`src/rtl/regalu_pkg.sv`:
```
package regalu_pkg;

    localparam int SEL_W = 3;
    localparam int OP_W  = 4;
    localparam int CW_W  = 3 * SEL_W + OP_W;

    // Operation codes
    localparam logic [OP_W-1:0] OPC_PASS = 4'b0000;
    localparam logic [OP_W-1:0] OPC_INC  = 4'b0001;
    localparam logic [OP_W-1:0] OPC_ADD  = 4'b0010;
    localparam logic [OP_W-1:0] OPC_SUB  = 4'b0011;
    localparam logic [OP_W-1:0] OPC_DEC  = 4'b0100;
    localparam logic [OP_W-1:0] OPC_AND  = 4'b0101;
    localparam logic [OP_W-1:0] OPC_OR   = 4'b0110;
    localparam logic [OP_W-1:0] OPC_XOR  = 4'b0111;
    localparam logic [OP_W-1:0] OPC_NOT  = 4'b1000;
    localparam logic [OP_W-1:0] OPC_SHR  = 4'b1001;
    localparam logic [OP_W-1:0] OPC_SHL  = 4'b1010;

    // Select code that means "external bus" / "no write"
    localparam logic [SEL_W-1:0] SEL_NONE = '0;

    typedef struct packed {
        logic [SEL_W-1:0] src_a;
        logic [SEL_W-1:0] src_b;
        logic [SEL_W-1:0] dst;
        logic [OP_W-1:0]  op;
    } ctrl_t;

endpackage

```
`src/rtl/regalu_regfile.sv`:
```
module regalu_regfile
    import regalu_pkg::*;
#(
    parameter int DATA_W = 8,
    parameter int NREG   = 7
) (
    input  logic                         clk,
    input  logic                         rst_n,
    input  logic [SEL_W-1:0]             wr_sel,
    input  logic [DATA_W-1:0]            wr_data,
    output logic [NREG-1:0][DATA_W-1:0]  reg_q
);

    // One storage element per register, each with its own write decode.
    for (genvar gi = 0; gi < NREG; gi++) begin : g_reg
        localparam logic [SEL_W-1:0] MY_CODE = SEL_W'(gi + 1);
        always_ff @(posedge clk or negedge rst_n) begin
            if (!rst_n) begin
                reg_q[gi] <= '0;
            end else if (wr_sel == MY_CODE) begin
                reg_q[gi] <= wr_data;
            end
        end
    end

endmodule

```
`src/rtl/regalu_opsel.sv`:
```
module regalu_opsel
    import regalu_pkg::*;
#(
    parameter int DATA_W = 8,
    parameter int NREG   = 7
) (
    input  logic [SEL_W-1:0]             sel,
    input  logic [DATA_W-1:0]            ext_bus,
    input  logic [NREG-1:0][DATA_W-1:0]  reg_q,
    output logic [DATA_W-1:0]            operand
);

    always_comb begin
        operand = ext_bus;
        for (int i = 0; i < NREG; i++) begin
            if (sel == SEL_W'(i + 1)) begin
                operand = reg_q[i];
            end
        end
    end

endmodule

```
`src/rtl/regalu_alu.sv`:
```
module regalu_alu
    import regalu_pkg::*;
#(
    parameter int DATA_W = 8
) (
    input  logic [OP_W-1:0]   op,
    input  logic [DATA_W-1:0] opa,
    input  logic [DATA_W-1:0] opb,
    output logic [DATA_W-1:0] result,
    output logic              is_zero
);

    localparam logic [DATA_W-1:0] ONE = DATA_W'(1);

    always_comb begin
        unique case (op)
            OPC_PASS: result = opa;
            OPC_INC:  result = opa + ONE;
            OPC_ADD:  result = opa + opb;
            OPC_SUB:  result = opa - opb;
            OPC_DEC:  result = opa - ONE;
            OPC_AND:  result = opa & opb;
            OPC_OR:   result = opa | opb;
            OPC_XOR:  result = opa ^ opb;
            OPC_NOT:  result = ~opa;
            OPC_SHR:  result = {1'b0, opa[DATA_W-1:1]};
            OPC_SHL:  result = {opa[DATA_W-2:0], 1'b0};
            default:  result = opa;
        endcase
    end

    assign is_zero = ~|result;

endmodule

```
`src/rtl/regalu_datapath.sv`:
```
module regalu_datapath
    import regalu_pkg::*;
#(
    parameter int DATA_W = 8,
    parameter int NREG   = 7
) (
    input  logic              clk,
    input  logic              rst_n,
    input  logic [CW_W-1:0]   ctrl_word,
    input  logic [DATA_W-1:0] ext_in,
    output logic [DATA_W-1:0] alu_out,
    output logic              zero_flag
);

    ctrl_t                        cw;
    logic [NREG-1:0][DATA_W-1:0]  reg_q;
    logic [1:0][DATA_W-1:0]       opnd;
    logic [1:0][SEL_W-1:0]        src_sel;
    logic [DATA_W-1:0]            result;

    assign cw         = ctrl_t'(ctrl_word);
    assign src_sel[0] = cw.src_a;
    assign src_sel[1] = cw.src_b;

    regalu_regfile #(.DATA_W(DATA_W), .NREG(NREG)) u_rf (
        .clk     (clk),
        .rst_n   (rst_n),
        .wr_sel  (cw.dst),
        .wr_data (result),
        .reg_q   (reg_q)
    );

    for (genvar gp = 0; gp < 2; gp++) begin : g_port
        regalu_opsel #(.DATA_W(DATA_W), .NREG(NREG)) u_sel (
            .sel     (src_sel[gp]),
            .ext_bus (ext_in),
            .reg_q   (reg_q),
            .operand (opnd[gp])
        );
    end

    regalu_alu #(.DATA_W(DATA_W)) u_alu (
        .op      (cw.op),
        .opa     (opnd[0]),
        .opb     (opnd[1]),
        .result  (result),
        .is_zero (zero_flag)
    );

    assign alu_out = result;

endmodule

```
`config.mk`:
```
export PLATFORM = sky130hd
export DESIGN_NAME = regalu_datapath
export DESIGN_NICKNAME = d
export VERILOG_FILES = /design/src/rtl/regalu_pkg.sv /design/src/rtl/regalu_regfile.sv /design/src/rtl/regalu_opsel.sv /design/src/rtl/regalu_alu.sv /design/src/rtl/regalu_datapath.sv
export SDC_FILE = /design/constraint.sdc
export NUM_CORES = 1
export LEC_CHECK = 0
export BUFFER_PORTS_ARGS = -buffer_cell sky130_fd_sc_hd__buf_2
export CAP_MARGIN = 20
export CORE_AREA = 10 10 149 151
export CTS_CLUSTER_DIAMETER = 120
export DETAILED_ROUTE_END_ITERATION = 16
export DIE_AREA = 0 0 159 161
export PLACE_DENSITY_LB_ADDON = 0.3
export SLEW_MARGIN = 20
export SYNTH_ARGS = -nofsm -noshare
export SYNTH_HDL_FRONTEND = slang
export SYNTH_SLANG_ARGS = --single-unit
```
`constraint.sdc`:
```
create_clock -name clk -period 7.85 [get_ports clk]
set_clock_uncertainty 0.1 [all_clocks]
set_input_delay 1.57 -clock clk [delete_from_list [all_inputs] [get_ports clk]]
set_output_delay 1.57 -clock clk [all_outputs]
set_load 0.01 [all_outputs]
```
==> summary.txt <==
Outcome
  – Status: complete, no violations

Synth
  – Post-synth EDFFs: 0
  – Asr flop ratio synth: 1.000
  – Primary FF master, synth: dfrtp_1
  – Post-synthesis sequential area ratio: 0.2957
  – Number of distinct library cells after synthesis: 68
  – Synth Area in Simple Gates: 0.1655
  – Syn avg cell area: 8.959 um2
  – Largest family of logic cells by synthesized area: compound AO/OA/AOI/OAI gates
  – Synth Area in Compound Gates: 0.2173
  – Mux cell area share after synthesis: 0.1806
  – Warnings from Yosys: 0
  – Post-synthesis xor/xnor area fraction: 0.01109
  – Gate Count Post-Synth: 529
  – Synth Register Bits: 56
  – Post-Syn Nets: 576
  – Synthesized area: 4740 um2
  – Post-synthesis adder-cell area fraction: 0.06494

Clocking
  – Htree depth: 2
  – Worst skew pair latency: 0.30 ns
  – Root Driver: clkbuf_16
  – Clock sink count: 56
  – CTS Hold Buffers Added: 0
  – CTS tree: done
  – Num CTS Buffers: 5
  – Post-CTS repair timing setup buffer count: 0
  – Maximum root-to-sink buffer count: 2
  – Post-CTS Resized: 0
  – Clock-pin transition on the worst setup and hold timing paths: 0.07 ns

Flow run
  – Maxcap violations: 0

Critical path
  – Worst path arrival time: 5.75 ns
  – Worst endpoint required time: 6.18 ns
  – Kind of critical path: in -> out
  – Slowest CP cell: mux4_2
  – Worst path bufs/invs: 2
  – R2R setup slack: 3.09 ns
  – Crit end category: output pin
  – FF-to-FF Start: u_rf.reg_q[50]
  – CP Cell Sequence: buf_2, mux4_2, a221oi_2, a311o_4, nand3_4, a31oi_1, o32a_1, nor2_1, ha_1, a21oi_1, nor2b_1, a311o_1, xnor2_1, nor2_1, nor4_1, nand4_1, a211oi_2, buf_2
  – Top delay family on crit path: compound AO/OA/AOI/OAI gates
  – Critical R2R Capture: u_rf.reg_q[55]
  – Worst-path fanout max: 17
  – Worst Reg-to-Reg Cells: 16
  – Startpoint Class: input pin
  – CP max stage delay: 0.59 ns

Timing
  – Post-Route Setup TNS: 0 ns
  – Final period util: 0.9458
  – # setup viols final: 0
  – Final hold violation count: 0
  – Fmax: 134.7 MHz
  – Max Slew Vio Count: 0
  – Slew margin rel.: 0.3915
  – RSZ-0062 raised after global routing: no
  – Final min period: 7.424 ns
  – Slew @ Worst Pin: 0.9127 ns

GRT
  – GRT met2 Usage: 0.1800
  – Initial antenna violation count: 2
  – Largest net degree at the start of global routing: 57
  – Met1 global-route usage: 0.1472
  – GR Util met3: 0.01627
  – Vias in the first global route: 4030
  – First-pass GRT wire length: 22960 um
  – Overall Global Routing Usage: 0.1096
  – GR Overflow Total: 0
  – Most Used Layer, Global Route: met2

Power
  – Switching power: 518.7 uW
  – Sw Ratio: 0.3986
  – Max VDD drop: 0.08173 mV
  – Lkg Pwr: 0.002395 uW
  – PwrDens: 244.0 nW/um2
  – Comb pwr share: 0.454
  – Clk pwr share: 0.201
  – Proportion of power drawn by flip-flops and latches: 0.345
  – Int Pwr: 782.6 uW

Detailed routing
  – Vias per cell: 5.062
  – DRT Wirelength: 14460 um
  – DR WL/cell: 17.78 um
  – Final ANT Viol Nets: 0
  – Drt pass-1 iters: 5
  – Drc violations: 0
  – DRT iter0 DRCs: 311
  – Vias: 4115

Floorplan
  – Core area: 19210 um2
  – IO Count: 32
  – Die H: 161 um
  – Die width: 159 um
  – Row count: 51
  – Die Outline Area: 25600 um2
  – Initial Util: 0.2468

Finish
  – Largest register by flop count: u_rf.reg_q
  – Max reg flops: 56
  – Top Registers: u_rf.reg_q (56)
  – Util after Layout: 0.2777
  – Final #Nets: 593
  – Share of cells above drive strength 1: 0.1682
  – Commonest cells after routing, fill and taps aside: nand2_1 (72), o21ai_0 (62), dfrtp_1 (56)
  – Commonest non-fill, non-tap cell in the layout: nand2_1
  – Synth-to-Final Area Change: 12.54%

Placed design
  – Post-DP HPWL: 11050 um
  – GPL Wtd Cong: 0.9070
  – PortBufs: 31

Hold path
  – Worst Hold Class: reg -> reg
  – Hold Crit Depth: 2
  – Min-Delay Endpoint: u_rf.reg_q[12]
  – Hold Crit Start: u_rf.reg_q[12]
[worst max-delay path by stage]
stage | start | cells after the start | slack [ns] | endpoint
3_5_place_dp | ctrl_word[7] | 18 | 0.47 | zero_flag
6_report | ctrl_word[7] | 18 | 0.43 | zero_flag
2_1_floorplan | ctrl_word[9] | 17 | 0.54 | zero_flag
5_1_grt | ctrl_word[7] | 18 | 0.04 | zero_flag
3_3_place_gp | ctrl_word[8] | 17 | 0.51 | zero_flag
4_1_cts | ctrl_word[8] | 17 | 0.44 | zero_flag
[layer usage]
metal,routed length [um],up-vias
li1,-,1975
met1,6778,2025
met4,192,2
met2,6922,99
met5,13,-
met3,549,14
[worst register-to-register path, cell delays in order, from the launching register on]
cell      delay (ns)
dfrtp_1         0.39
mux4_2          0.51
a221oi_2        0.31
a311o_4         0.22
nand3_4         0.09
a31oi_1         0.17
o32a_1          0.17
nor2_1          0.05
ha_1            0.36
a21oi_1         0.21
nor2b_1         0.07
a311o_1         0.35
o31ai_1         0.37
xnor2_1         0.18
a22oi_1         0.72
mux2i_1         0.21
a41oi_2         0.20
[metrics by stage]
stage | worst slack (ns) | total power [uW] | hold slack, ns | cell area, um2 | instances
2_1_floorplan | 0.5448 | 846.1 | 0.3577 | 4740 | 529
3_3_place_gp | 0.5102 | 1028 | 0.3796 | 5160 | 804
3_5_place_dp | 0.4667 | 1045 | 0.3900 | 5160 | 804
4_1_cts | 0.4420 | 1311 | 0.4104 | 5331 | 812
5_1_grt | 0.03641 | 1403 | 0.4428 | 5331 | 812
6_report | 0.4257 | 1301 | 0.4031 | 5334 | 813
[synth_stat cells, drive strengths merged, types with 7 or more instances]
master  number  area (um2)
mux4        22       506.7
a21oi       20       100.1
clkbuf      19       71.32
nand2       72       270.3
nand3b       7       52.55
inv         35       131.4
o211ai       9       67.56
buf         16       100.1
nand3       13       77.58
o21ai       62       310.3
nor2        21       78.83
ha          23       287.8
a22oi        9       67.56
mux2i       30       300.3
nand2b      12       75.07
dfrtp       56        1401
[power groups by stage]
stage,Clock (uW),Combinational [uW],Sequential (uW)
finish,262,591,449
global route,276,667,460
CTS,268,594,449
detailed placement,0,591,454
global placement,0,577,451
floorplan,0,422,424
[layout make-up]
cell class                      instances  area, um2
Fill cell                            2045      13870
Multi-Input combinational cell        402       3030
Sequential cell                        56       1401
Tap cell                              265      331.6
Timing Repair Buffer                   45      260.3
Inverter                               36      136.4
Clock buffer                            5      125.1
Clock inverter                          3      46.29
Antenna cell                            1      2.502
[logic make-up (layout without fill, tap and decap cells)]
family	after synthesis	count (layout)
and+or+nand+nor	160	160
AOI/OAI and AO/OA	156	156
buffers and inverters	71	89
muxes	56	56
DFF	56	56
adders and majority gates	24	24
xor gates and xnor gates	6	6
other	0	1
No activity file was read; power rests on OpenSTA's default activity.
